<file path="src/rtl/boot_cause_pkg.sv">
package boot_cause_pkg;

  localparam logic [7:0] CHECK_KEY = 8'hA5;

  typedef enum logic [3:0] {
    ST_IDLE,
    ST_READ_LO,
    ST_READ_HI,
    ST_READ_CHK,
    ST_DECIDE,
    ST_WRITE_LO,
    ST_WRITE_HI,
    ST_WRITE_CHK,
    ST_DONE
  } seqState_t;

  // Record byte selector: 0 = low, 1 = high, 2 = check
  typedef struct packed {
    logic       memReq;
    logic       memWe;
    logic [1:0] sel;
    logic       capLo;
    logic       capHi;
    logic       latchWarm;
    logic       latchCold;
  } ctrlStrb_t;

endpackage

</file>
<file path="src/rtl/boot_cause_deb.sv">
module boot_cause_deb #(
  parameter int DEB_LEN = 16
) (
  input  logic clk,
  input  logic porRaw,
  output logic porStable
);
  localparam int CW = $clog2(DEB_LEN + 1);

  logic [CW-1:0] cnt;
  logic          seen;

  always_ff @(posedge clk) begin
    seen <= 1'b1;
    if (porRaw == porStable) begin
      cnt <= '0;
    end else if (cnt == CW'(DEB_LEN - 1)) begin
      porStable <= porRaw;
      cnt       <= '0;
    end else begin
      cnt <= cnt + 1'b1;
    end
  end

  // an accepted change always follows the raw level
  p_deb_follow_r5: assert property (@(posedge clk)
    (seen && porStable != $past(porStable)) |-> porStable == $past(porRaw));

endmodule

</file>
<file path="src/rtl/boot_cause_ctrl.sv">
module boot_cause_ctrl
  import boot_cause_pkg::*;
(
  input  logic      clk,
  input  logic      rst,
  input  logic      chkOk,
  output ctrlStrb_t strb
);
  seqState_t state, nxt;

  always_ff @(posedge clk) begin
    if (rst) state <= ST_IDLE;
    else     state <= nxt;
  end

  always_comb begin
    strb = '0;
    nxt  = state;
    unique case (state)
      ST_IDLE:     nxt = ST_READ_LO;
      ST_READ_LO:  begin strb.memReq = 1'b1; strb.sel = 2'd0; nxt = ST_READ_HI; end
      ST_READ_HI:  begin strb.memReq = 1'b1; strb.sel = 2'd1; strb.capLo = 1'b1; nxt = ST_READ_CHK; end
      ST_READ_CHK: begin strb.memReq = 1'b1; strb.sel = 2'd2; strb.capHi = 1'b1; nxt = ST_DECIDE; end
      ST_DECIDE: begin
        if (chkOk) begin strb.latchWarm = 1'b1; nxt = ST_DONE; end
        else       nxt = ST_WRITE_LO;
      end
      ST_WRITE_LO:  begin strb.memReq = 1'b1; strb.memWe = 1'b1; strb.sel = 2'd0; nxt = ST_WRITE_HI; end
      ST_WRITE_HI:  begin strb.memReq = 1'b1; strb.memWe = 1'b1; strb.sel = 2'd1; nxt = ST_WRITE_CHK; end
      ST_WRITE_CHK: begin
        strb.memReq = 1'b1; strb.memWe = 1'b1; strb.sel = 2'd2;
        strb.latchCold = 1'b1; nxt = ST_DONE;
      end
      ST_DONE: nxt = ST_DONE;
      default: nxt = ST_IDLE;
    endcase
  end

  // the check byte is only written straight after the high byte
  p_chk_last_r2: assert property (@(posedge clk) disable iff (rst)
    (state == ST_WRITE_CHK) |-> $past(state) == ST_WRITE_HI);

endmodule

</file>
<file path="src/rtl/boot_cause_dp.sv">
module boot_cause_dp
  import boot_cause_pkg::*;
#(
  parameter int                ADDR_W      = 16,
  parameter logic [ADDR_W-1:0] RECORD_BASE = '0,
  parameter logic [ADDR_W-1:0] WARM_ADDR   = '0
) (
  input  logic              clk,
  input  logic              rst,
  input  logic              porActive,
  input  logic              phaseHigh,
  input  ctrlStrb_t         strb,
  input  logic [7:0]        memRdata,
  output logic              chkOk,
  output logic              memReq,
  output logic              memWe,
  output logic [ADDR_W-1:0] memAddr,
  output logic [7:0]        memWdata,
  output logic              done,
  output logic              isCold,
  output logic              isWarm,
  output logic [ADDR_W-1:0] restartAddr
);
  localparam logic [ADDR_W-1:0] CLR_ADDR = RECORD_BASE + ADDR_W'(2);
  localparam logic [7:0]        WARM_LO  = WARM_ADDR[7:0];
  localparam logic [7:0]        WARM_HI  = WARM_ADDR[15:8];

  logic [7:0] loReg, hiReg, wrByte;

  assign chkOk = (memRdata == (loReg ^ CHECK_KEY));

  always_comb begin
    unique case (strb.sel)
      2'd0:    wrByte = WARM_LO;
      2'd1:    wrByte = WARM_HI;
      default: wrByte = WARM_LO ^ CHECK_KEY;
    endcase
  end

  always_comb begin
    if (porActive && phaseHigh) begin
      memReq   = 1'b1;
      memWe    = 1'b1;
      memAddr  = CLR_ADDR;
      memWdata = 8'h00;
    end else begin
      memReq   = strb.memReq;
      memWe    = strb.memWe;
      memAddr  = RECORD_BASE + ADDR_W'(strb.sel);
      memWdata = wrByte;
    end
  end

  always_ff @(posedge clk) begin
    if (strb.capLo) loReg <= memRdata;
    if (strb.capHi) hiReg <= memRdata;
  end

  always_ff @(posedge clk) begin
    if (rst) begin
      done        <= 1'b0;
      isCold      <= 1'b0;
      isWarm      <= 1'b0;
      restartAddr <= '0;
    end else begin
      done <= strb.latchWarm | strb.latchCold;
      if (strb.latchWarm) begin
        isWarm      <= 1'b1;
        restartAddr <= ADDR_W'({hiReg, loReg});
      end
      if (strb.latchCold) begin
        isCold      <= 1'b1;
        restartAddr <= WARM_ADDR;
      end
    end
  end

  // done is a single-cycle pulse
  p_done_pulse_r6: assert property (@(posedge clk) disable iff (rst)
    done |=> !done);

endmodule

</file>
<file path="src/rtl/boot_cause_top.sv">
module boot_cause_top
  import boot_cause_pkg::*;
#(
  parameter int                ADDR_W      = 16,
  parameter logic [ADDR_W-1:0] RECORD_BASE = 16'h0000,
  parameter logic [ADDR_W-1:0] WARM_ADDR   = 16'hC123,
  parameter int                DEB_LEN     = 16
) (
  input  logic              clk,
  input  logic              porRaw,
  input  logic              userRstN,
  input  logic              phaseHigh,
  output logic              memReq,
  output logic              memWe,
  output logic [ADDR_W-1:0] memAddr,
  output logic [7:0]        memWdata,
  input  logic [7:0]        memRdata,
  output logic              done,
  output logic              isCold,
  output logic              isWarm,
  output logic [ADDR_W-1:0] restartAddr
);
  localparam logic [ADDR_W-1:0] CHK_ADDR = RECORD_BASE + ADDR_W'(2);

  logic      porStable, rst, chkOk;
  ctrlStrb_t strb;

  assign rst = porStable | ~userRstN;

  boot_cause_deb #(.DEB_LEN(DEB_LEN)) u_deb (
    .clk(clk), .porRaw(porRaw), .porStable(porStable)
  );

  boot_cause_ctrl u_ctrl (
    .clk(clk), .rst(rst), .chkOk(chkOk), .strb(strb)
  );

  boot_cause_dp #(
    .ADDR_W(ADDR_W), .RECORD_BASE(RECORD_BASE), .WARM_ADDR(WARM_ADDR)
  ) u_dp (
    .clk(clk), .rst(rst), .porActive(porStable), .phaseHigh(phaseHigh),
    .strb(strb), .memRdata(memRdata), .chkOk(chkOk),
    .memReq(memReq), .memWe(memWe), .memAddr(memAddr), .memWdata(memWdata),
    .done(done), .isCold(isCold), .isWarm(isWarm), .restartAddr(restartAddr)
  );

  // forced clearing write while power-on is active on the high phase
  p_por_clear_r3: assert property (@(posedge clk)
    (porStable && phaseHigh) |-> (memWe && memReq && memAddr == CHK_ADDR && memWdata == 8'h00));

  // with power-on inactive no zero is ever written to the check byte
  p_user_no_clear_r4: assert property (@(posedge clk) disable iff (porStable)
    !(memWe && memAddr == CHK_ADDR && memWdata == 8'h00));

  // at done exactly one cause flag is set
  p_one_cause_r6: assert property (@(posedge clk) disable iff (rst)
    done |-> $onehot({isCold, isWarm}));

  // cause and restart address hold until the next reset
  p_hold_r6: assert property (@(posedge clk) disable iff (rst)
    (isCold || isWarm) |=> ($stable({isCold, isWarm}) && $stable(restartAddr)));

  // the two flags are never both set
  p_excl_r6: assert property (@(posedge clk) $onehot0({isCold, isWarm}));

endmodule

</file>
<file path="config.mk">
export PLATFORM = sky130hd
export DESIGN_NAME = boot_cause_top
export DESIGN_NICKNAME = d
export VERILOG_FILES = /design/src/rtl/boot_cause_pkg.sv /design/src/rtl/boot_cause_deb.sv /design/src/rtl/boot_cause_ctrl.sv /design/src/rtl/boot_cause_dp.sv /design/src/rtl/boot_cause_top.sv
export SDC_FILE = /design/constraint.sdc
export NUM_CORES = 1
export LEC_CHECK = 0
export CORE_ASPECT_RATIO = 0.5
export CORE_MARGIN = 4
export CORE_UTILIZATION = 50
export CTS_CLUSTER_DIAMETER = 120
export DETAILED_ROUTE_END_ITERATION = 6
export PLACE_DENSITY = 0.84
export SYNTH_ARGS = -nofsm -noshare
export SYNTH_HDL_FRONTEND = slang
export SYNTH_HIERARCHICAL = 1
export SYNTH_SLANG_ARGS = --single-unit
</file>
<file path="constraint.sdc">
create_clock -name clk -period 3.25 [get_ports clk]
set_input_delay 0.8125 -clock clk [delete_from_list [all_inputs] [get_ports clk]]
set_output_delay 0.8125 -clock clk [all_outputs]
set_load 0.05 [all_outputs]
</file>
==> flow_metrics.env, run 1 <==
export IMPL_cts_tree="yes"
export IMPL_grtUsageMet3=0.0646
export IMPL_post_cts_resize_count=0
export IMPL_ys_seq_area_frac=0.547
export IMPL_netlist_area_sq_um=1960
export IMPL_drt_first_pass_iters=4
export IMPL_worstMarginPinSlew_ps=782
export IMPL_synthDistinctLibCells=40
export IMPL_holdWs_ps=480
export IMPL_port_buffers=40
export IMPL_numClockSinks=45
export IMPL_wl_per_cell_um=14.2
export IMPL_final_cell_mix="clkdlybuf4s50_1 (30), nor2_1 (29), dfxtp_1 (28)"
export IMPL_grt_pass1_vias=1341
export IMPL_ir_worst_vdd_uv=233
export IMPL_grt_pass1_wl_mm=6.27
export IMPL_period_share=0.918
export IMPL_path_clk_slew_ps=90
export IMPL_end_kind="register"
export IMPL_final_common_cell="clkdlybuf4s50_1"
export IMPL_diodes=0
export IMPL_period_needed_ps=2980
export IMPL_grt_overflow_total=0
export IMPL_cts_root_buf="clkbuf_8"
export IMPL_grt_busiest_layer="met2"
export IMPL_drive_above_1_share=0.159
export IMPL_setup_ws_ps=267
export IMPL_drtIter0Drc=32
export IMPL_finalMaxSlewViolations=0
export IMPL_critical_path_peak_fanout=9
export IMPL_cts_buffers=5
export IMPL_layout_nets=233
export IMPL_fmax_mhz=335
export IMPL_die_h_um=52.3
export IMPL_avgSynthCellArea_sq_um=11.3
export IMPL_rsz0062_at_grt="false"
export IMPL_total_power_mw=1.09
export IMPL_critPathKind="in2reg"
export IMPL_synth_edf_count=17
export IMPL_hpwl_mm=2.81
export IMPL_setup_viol=0
export IMPL_worstHoldPathType="reg2reg"
export IMPL_vias_per_cell=4.94
export IMPL_syn2layout_area_growth_pct=29.5
export IMPL_fp_coreArea_sq_um=3600
export IMPL_htreeDepth=2
export IMPL_gp_congestion=0.770
export IMPL_setup_tns_ps=0
export IMPL_clock_latency_ps=300
export IMPL_netlist_instances=173
export IMPL_fin_util=0.704
export IMPL_cts_hold_buf=0
export IMPL_ys_warn_count=6
export IMPL_grtUsageMet2=0.292
export IMPL_vias=1339
export IMPL_rows=15
export IMPL_worst_ep_arrival_time_ps=3170
export IMPL_cts_setup_buffers=0
export IMPL_antenna_found_initial=0
export IMPL_grt_start_max_net_pins=15
export IMPL_io_pins=57
export IMPL_ys_flop_type="dfxtp_1"
export IMPL_postRouteAntennaNets=0
export IMPL_dp_slack_ps=45.1
export IMPL_dieArea_sq_um=5050
export IMPL_start_kind="primary input"
export IMPL_status="completed"
export IMPL_drc=0
export IMPL_synth_async_reset_ratio=0
export IMPL_power_density_nw_per_um2=429
export IMPL_routed_wl_mm=3.86
export IMPL_critical_path_required_ps=3440
export IMPL_ys_ff_latch=45
export IMPL_fp_dieW_um=96.5
export IMPL_cellLeakagePower_nw=0.933
export IMPL_cap_viol_max_count=0
export IMPL_start_util=0.544
export IMPL_clk_path_buf_depth=2
export IMPL_skew_ps=9.75
export IMPL_maxSlewHeadroom=0.478
export IMPL_finalHoldViolations=0
export IMPL_met1_usage=0.187
export IMPL_grt_use_total=0.169
-- per-stage QoR --
| stage | cells | instance area, sq um |
|---|---|---|
| after floorplan | 188 | 2020 |
| after global placement | 263 | 2430 |
| after detailed placement | 263 | 2430 |
| after CTS | 271 | 2540 |
| after global routing | 271 | 2540 |
| final | 271 | 2540 |
-- state kept, by name, summed over array words and instances (netlist names) --
| name | cells |
|---|---|
| u_dp/isCold | 1 |
| u_deb/cnt | 5 |
| u_dp/isWarm | 1 |
| u_ctrl/state | 4 |
| u_dp/done | 1 |
| u_dp/restartAddr | 16 |
| u_deb/porStable | 1 |
| u_dp/loReg | 8 |
| u_dp/hiReg | 8 |
-- Yosys cell counts (2+ instances only) --
library cell,instances,area [sq um]
nor2_1,30,113
nand2_1,2,7.51
a21oi_1,2,10.0
xnor2_1,6,52.6
nor2b_1,3,18.8
nor3_1,5,25.0
a211oi_1,6,45.0
xor2_1,5,43.8
and2b_2,5,43.8
mux2i_1,10,100
nor3b_1,2,15.0
buf_4,16,120
ha_1,2,25.0
and2_1,2,12.5
dfxtp_1,28,561
edfxtp_1,17,510
inv_1,3,11.3
buf_6,3,33.8
nand2b_1,4,25.0
nand4_1,2,12.5
-- cell families after synthesis --
kind of cell | synth area share
AOI/OAI and AO/OA | 0.0556
DFF | 0.547
and+or+nand+nor | 0.176
adders and majority gates | 0.0128
other | 0.00191
buffers and inverters | 0.0990
xor gates and xnor gates | 0.0575
muxes | 0.0511
-- power breakdown --
part | switching, mW | internal (mW) | total (mW) | leakage [nW]
registers | 0.00494 | 0.589 | 0.594 | 0.380
logic | 0.0746 | 0.0345 | 0.109 | 0.498
clock network | 0.190 | 0.196 | 0.387 | 0.0549
-- routing by layer --
| metal | share of wire | routed length [um] |
|---|---|---|
| met1 | 0.39 | 1510 |
| met2 | 0.50 | 1930 |
| met3 | 0.083 | 319 |
| met4 | 0.024 | 93 |
| met5 | 0 | 0 |
-- critical path, stage by stage --
cell and delay [ps]:
clkdlybuf4s50_1 510, xor2_1 200, nand4_1 130, nor2_1 190, or3b_1 420, nor2_2 280
and2b_2 260, a211oi_1 280, nor2_1 80
-- final timing paths --
kind                                  endpoint  slack [ps]  depth (start not counted)                     from
min          u_dp/restartAddr[15]$_SDFFE_PP0P_         480                          2  u_dp/hiReg[7]$_DFFE_PP_
min reg2reg  u_dp/restartAddr[15]$_SDFFE_PP0P_         480                          2  u_dp/hiReg[7]$_DFFE_PP_
max           u_dp/restartAddr[5]$_SDFFE_PP0P_         270                          9              memRdata[0]
max reg2reg   u_dp/restartAddr[5]$_SDFFE_PP0P_         840                          8  u_dp/loReg[6]$_DFFE_PP_
-- layout make-up --
class,count,area (sq um)
sequential,45,1070
fill,272,1070
multi-input combinational,118,753
timing repair buffer,46,533
clock buffer,7,96.3
tap,51,63.8
inverter,3,11.3
clock inverter,1,8.76
Power figures use the tool's default switching activity.
==> inputs of run 2 (changes only) <==
--- a/config.mk
+++ b/config.mk
@@ -7,10 +7,10 @@
 export LEC_CHECK = 0
 export CORE_ASPECT_RATIO = 0.5
 export CORE_MARGIN = 4
-export CORE_UTILIZATION = 50
+export CORE_UTILIZATION = 47
 export CTS_CLUSTER_DIAMETER = 120
 export DETAILED_ROUTE_END_ITERATION = 6
-export PLACE_DENSITY = 0.84
+export PLACE_DENSITY = 0.79
 export SYNTH_ARGS = -nofsm -noshare
 export SYNTH_HDL_FRONTEND = slang
 export SYNTH_HIERARCHICAL = 1
==> constraint.sdc (replaced) <==
create_clock -name clk -period 3.4 [get_ports clk]
set_input_delay 0.85 -clock clk [delete_from_list [all_inputs] [get_ports clk]]
set_output_delay 0.85 -clock clk [all_outputs]
set_load 0.05 [all_outputs]
==> run 2 against run 1 <==
  * Global-route usage shrank 2.3 points
  * Register-to-register slack better by 160 ps
  * First-iteration DRC count grew 53%
  * Sequential power fell by 4.4%
==> flow_metrics.env, run 2 (same netlist as run 1, synthesis figures left out) <==
export IMPL_grt_pass1_vias=1263
export IMPL_path_clk_slew_ps=90
export IMPL_ir_worst_vdd_uv=263
export IMPL_power_density_nw_per_um2=408
export IMPL_cap_viol_max_count=0
export IMPL_total_power_mw=0.998
export IMPL_dieArea_sq_um=5330
export IMPL_htreeDepth=2
export IMPL_clockPowerShare=0.334
export IMPL_period_needed_ps=3050
export IMPL_start_kind="primary input"
export IMPL_met1_length_mm=1.66
export IMPL_grt_use_total=0.147
export IMPL_r2r_start="u_dp/loReg[4]$_DFFE_PP_"
export IMPL_cts_hold_buf=0
export IMPL_fmax_mhz=328
export IMPL_fp_dieW_um=99.3
export IMPL_start_util=0.494
export IMPL_layout_nets=232
export IMPL_p_int_mw=0.752
export IMPL_clock_latency_ps=290
export IMPL_critical_path_required_ps=3580
export IMPL_drc=0
export IMPL_largest_registers="u_dp/restartAddr: 16 flops, u_dp/hiReg: 8 flops, u_dp/loReg: 8 flops"
export IMPL_grt_overflow_total=0
export IMPL_diodes=0
export IMPL_period_share=0.897
export IMPL_drtIter0Drc=49
export IMPL_largest_register_ffs=16
export IMPL_cts_buffers=5
export IMPL_highest_layer="met4"
export IMPL_worst_ep_arrival_time_ps=3230
export IMPL_io_pins=57
export IMPL_numClockSinks=45
export IMPL_cts_tree="yes"
export IMPL_end_kind="register"
export IMPL_skew_ps=9.27
export IMPL_wl_met3_um=236
export IMPL_holdWs_ps=479
export IMPL_cts_root_buf="clkbuf_8"
export IMPL_hpwl_mm=2.75
export IMPL_worstHoldPathType="reg2reg"
export IMPL_fin_area_sq_um=2440
export IMPL_rsz0062_at_grt="false"
export IMPL_setup_tns_ps=0
export IMPL_finalMaxSlewViolations=0
export IMPL_whs_path_depth=2
export IMPL_gp_congestion=0.747
export IMPL_critical_path_peak_fanout=12
export IMPL_critPathKind="in2reg"
export IMPL_pwr_share_seq=0.569
export IMPL_postRouteAntennaNets=0
export IMPL_netSwitchingPower_mw=0.246
export IMPL_drt_first_pass_iters=4
export IMPL_top_register="u_dp/restartAddr"
export IMPL_r2r_slack_ps=1000
export IMPL_drive_above_1_share=0.151
export IMPL_r2r_end="u_dp/restartAddr[1]$_SDFFE_PP0P_"
export IMPL_die_h_um=53.7
export IMPL_final_common_cell="clkdlybuf4s50_1"
export IMPL_antenna_found_initial=0
export IMPL_cts_setup_buffers=0
export IMPL_post_cts_resize_count=0
export IMPL_status="completed"
export IMPL_port_buffers=40
export IMPL_hp_start="u_dp/isWarm$_SDFFE_PP0P_"
export IMPL_vias=1289
export IMPL_grt_pass1_wl_mm=6.16
export IMPL_clk_path_buf_depth=2
export IMPL_setup_viol=0
export IMPL_fp_coreArea_sq_um=3960
export IMPL_cellLeakagePower_nw=0.893
export IMPL_vias_per_cell=4.74
export IMPL_final_cell_mix="clkdlybuf4s50_1 (30), nor2_1 (29), dfxtp_1 (28)"
export IMPL_combPwrFrac=0.097
export IMPL_whs_endpoint="u_dp/isWarm$_SDFFE_PP0P_"
export IMPL_maxSlewHeadroom=0.459
export IMPL_wl_per_cell_um=13.5
export IMPL_timing_reg2reg_worst_path_depth=8
export IMPL_grt_start_max_net_pins=14
export IMPL_syn2layout_area_growth_pct=24.7
export IMPL_switching_share=0.246
export IMPL_met2_length_mm=1.76
export IMPL_routed_wl_mm=3.68
export IMPL_rows=16
export IMPL_place_area_sq_um=2350
export IMPL_finalHoldViolations=0
export IMPL_worstMarginPinSlew_ps=809
[run 2: metrics by stage]
step	instances	worst slack, ps	utilization
floorplan	188	288	-
global placement	265	163	0.594
detailed placement	265	62.7	0.594
CTS	272	356	0.616
global route	272	139	0.616
finish	272	350	0.616
[run 2: metal layers]
metal  vias up  global-route usage
met4         0              0.0272
met5         -                   0
met2        37               0.260
met1       606               0.180
met3         3              0.0479
li1        643                   -
[run 2: how the worst max path moves through the flow]
stage                     start                                end  slack (ps)  depth (start not counted)
floorplan             phaseHigh                        memWdata[6]         290                          4
global placement    memRdata[0]   u_dp/restartAddr[1]$_SDFFE_PP0P_         160                          9
detailed placement  memRdata[0]  u_dp/restartAddr[11]$_SDFFE_PP0P_          60                          9
CTS                 memRdata[0]   u_dp/restartAddr[1]$_SDFFE_PP0P_         360                          9
global route        memRdata[5]   u_dp/restartAddr[1]$_SDFFE_PP0P_         140                          9
finish              memRdata[0]   u_dp/restartAddr[1]$_SDFFE_PP0P_         350                          9
[run 2: worst max-delay path, stage by stage]
cell,delay [ps]
clkdlybuf4s50_1,510
xor2_1,190
nand4_1,110
nor2_1,220
or3b_1,410
nor2_2,350
and2b_2,270
a211oi_1,240
nor2_1,80
[run 2: power groups by stage]
| stage | Combinational (mW) | Sequential [mW] | Clock, mW |
|---|---|---|---|
| after floorplan | 0.0827 | 0.579 | 0 |
| after CTS | 0.0973 | 0.568 | 0.340 |
| after global routing | 0.103 | 0.569 | 0.365 |
| after detailed placement | 0.0970 | 0.580 | 0 |
| after global placement | 0.0958 | 0.580 | 0 |
| final | 0.0971 | 0.568 | 0.333 |
[run 2: cell type report]
| cell class | count | area (sq um) |
|---|---|---|
| fillers | 329 | 1520 |
| flip-flops and latches | 45 | 1070 |
| well taps | 54 | 67.6 |
| clock buffers | 6 | 82.6 |
| multi-input cells | 118 | 753 |
| repair buffers | 45 | 450 |
| clock inverters | 1 | 7.51 |
| inverters | 3 | 11.3 |
==> inputs of run 3 (changes only) <==
--- a/config.mk
+++ b/config.mk
@@ -5,12 +5,14 @@
 export SDC_FILE = /design/constraint.sdc
 export NUM_CORES = 1
 export LEC_CHECK = 0
+export CAP_MARGIN = 30
 export CORE_ASPECT_RATIO = 0.5
 export CORE_MARGIN = 4
 export CORE_UTILIZATION = 47
 export CTS_CLUSTER_DIAMETER = 120
 export DETAILED_ROUTE_END_ITERATION = 6
-export PLACE_DENSITY = 0.79
+export PLACE_DENSITY = 0.85
+export SLEW_MARGIN = 20
 export SYNTH_ARGS = -nofsm -noshare
 export SYNTH_HDL_FRONTEND = slang
 export SYNTH_HIERARCHICAL = 1
==> run 3 against run 2 <==
  * Design area up 0.36%
  * Wire length up 4.3%
  * Clock skew up 3.8 ps
  * Combinational power down 2%
  * Largest power group unchanged
  * Critical endpoint is now u_dp/restartAddr[13]$_SDFFE_PP0P_
  * First-iteration DRC count down 6.1%
  * Worst setup slack better by 54 ps
  * Clock-buffer cell count unchanged
  * Highest routed layer unchanged
  * Via count up 2.2%
  * Critical path type unchanged
==> flow_metrics.env, run 3 (same netlist as run 1, synthesis figures left out) <==
export IMPL_worstMarginPinSlew_ps=842
export IMPL_cellLeakagePower_nw=0.900
export IMPL_grt_overflow_total=0
export IMPL_cts_tree="yes"
export IMPL_fp_dieW_um=99.3
export IMPL_rows=16
export IMPL_syn2layout_area_growth_pct=25.2
export IMPL_finalHoldViolations=0
export IMPL_antenna_found_initial=0
export IMPL_cts_hold_buf=0
export IMPL_critPathKind="in2reg"
export IMPL_top_register="u_dp/restartAddr"
export IMPL_post_cts_resize_count=0
export IMPL_drc=0
export IMPL_r2r_end="u_dp/restartAddr[13]$_SDFFE_PP0P_"
export IMPL_gp_congestion=0.766
export IMPL_clk_path_buf_depth=2
export IMPL_r2r_start="u_dp/loReg[4]$_DFFE_PP_"
export IMPL_port_buffers=40
export IMPL_diodes=0
export IMPL_grt_use_total=0.151
export IMPL_cap_viol_max_count=0
export IMPL_vias=1318
export IMPL_layout_nets=232
export IMPL_hpwl_mm=2.85
export IMPL_fp_coreArea_sq_um=3960
export IMPL_die_h_um=53.7
export IMPL_setup_tns_ps=0
export IMPL_timing_reg2reg_worst_path_depth=8
export IMPL_end_kind="register"
export IMPL_period_needed_ps=3000
export IMPL_maxSlewHeadroom=0.437
export IMPL_io_pins=57
export IMPL_dieArea_sq_um=5330
export IMPL_vias_per_cell=4.83
export IMPL_fmax_mhz=334
export IMPL_drive_above_1_share=0.151
export IMPL_final_common_cell="clkdlybuf4s50_1"
export IMPL_fin_util=0.619
export IMPL_grt_pass1_wl_mm=6.15
export IMPL_finalMaxSlewViolations=0
export IMPL_ir_worst_vdd_uv=193
export IMPL_worstHoldPathType="reg2reg"
export IMPL_start_util=0.494
export IMPL_period_share=0.881
export IMPL_hp_start="u_dp/isCold$_SDFFE_PP0P_"
export IMPL_grt_start_max_net_pins=15
export IMPL_drtIter0Drc=46
export IMPL_total_power_mw=1.07
export IMPL_drt_first_pass_iters=4
export IMPL_postRouteAntennaNets=0
export IMPL_start_kind="primary input"
export IMPL_largest_register_ffs=16
export IMPL_final_cell_mix="clkdlybuf4s50_1 (30), nor2_1 (29), dfxtp_1 (28)"
export IMPL_worst_ep_arrival_time_ps=3180
export IMPL_clock_latency_ps=300
export IMPL_setup_viol=0
export IMPL_critical_path_required_ps=3580
export IMPL_htreeDepth=2
export IMPL_power_density_nw_per_um2=435
export IMPL_skew_ps=13.0
export IMPL_cts_buffers=5
export IMPL_grt_pass1_vias=1296
export IMPL_rsz0062_at_grt="false"
export IMPL_whs_endpoint="u_dp/isCold$_SDFFE_PP0P_"
export IMPL_status="completed"
export IMPL_wl_per_cell_um=14.1
export IMPL_whs_path_depth=2
export IMPL_path_clk_slew_ps=90
export IMPL_routed_wl_mm=3.84
export IMPL_cp_startpoint="memRdata[0]"
export IMPL_cts_setup_buffers=0
export IMPL_numClockSinks=45
export IMPL_largest_registers="u_dp/restartAddr: 16 flops, u_dp/hiReg: 8 flops, u_dp/loReg: 8 flops"
export IMPL_cts_root_buf="clkbuf_8"
export IMPL_critical_path_peak_fanout=9
export IMPL_r2r_slack_ps=1010
run 3: cell type report:
cell class | count | area [sq um]
Clock buffer | 6 | 72.6
Clock inverter | 2 | 38.8
Fill cell | 301 | 1510
Inverter | 3 | 11.3
Multi-Input combinational cell | 118 | 753
Sequential cell | 45 | 1070
Tap cell | 54 | 67.6
Timing Repair Buffer | 45 | 438
run 3: per-layer routing:
metal  GRT usage  vias to the layer above  wire [um]  share of wire
met3      0.0362                        7        223          0.058
met4      0.0680                        0         66          0.017
met1       0.179                      622       1700           0.44
met5           0                        -          0              0
met2       0.269                       44       1850           0.48
li1            -                      645          -              -
run 3: worst max-delay path by stage:
stage,end
2_1_floorplan,memWdata[6]
3_3_place_gp,u_dp/restartAddr[1]$_SDFFE_PP0P_
3_5_place_dp,u_dp/restartAddr[1]$_SDFFE_PP0P_
4_1_cts,u_dp/restartAddr[13]$_SDFFE_PP0P_
5_1_grt,u_dp/restartAddr[1]$_SDFFE_PP0P_
6_report,u_dp/restartAddr[13]$_SDFFE_PP0P_
run 3: power breakdown:
| group | switching (mW) | total [mW] | internal, mW |
|---|---|---|---|
| sequential | 0.00464 | 0.568 | 0.563 |
| combinational | 0.0689 | 0.0956 | 0.0267 |
| clock | 0.182 | 0.403 | 0.221 |
run 3: worst max-delay path, stage by stage:
cell             delay, ps
clkdlybuf4s50_1        520
xor2_1                 200
nand4_1                120
nor2_1                 220
or3b_1                 420
nor2_2                 270
buf_4                  270
mux2i_1                240
nor2_1                  70
run 3: per-stage QoR:
step	instance area [sq um]	hold slack (ps)	setup WS [ps]	std cells
2_1_floorplan	2020	446	288	188
3_3_place_gp	2340	458	260	265
3_5_place_dp	2340	469	151	265
4_1_cts	2450	484	409	273
5_1_grt	2450	505	292	273
6_report	2450	486	405	273
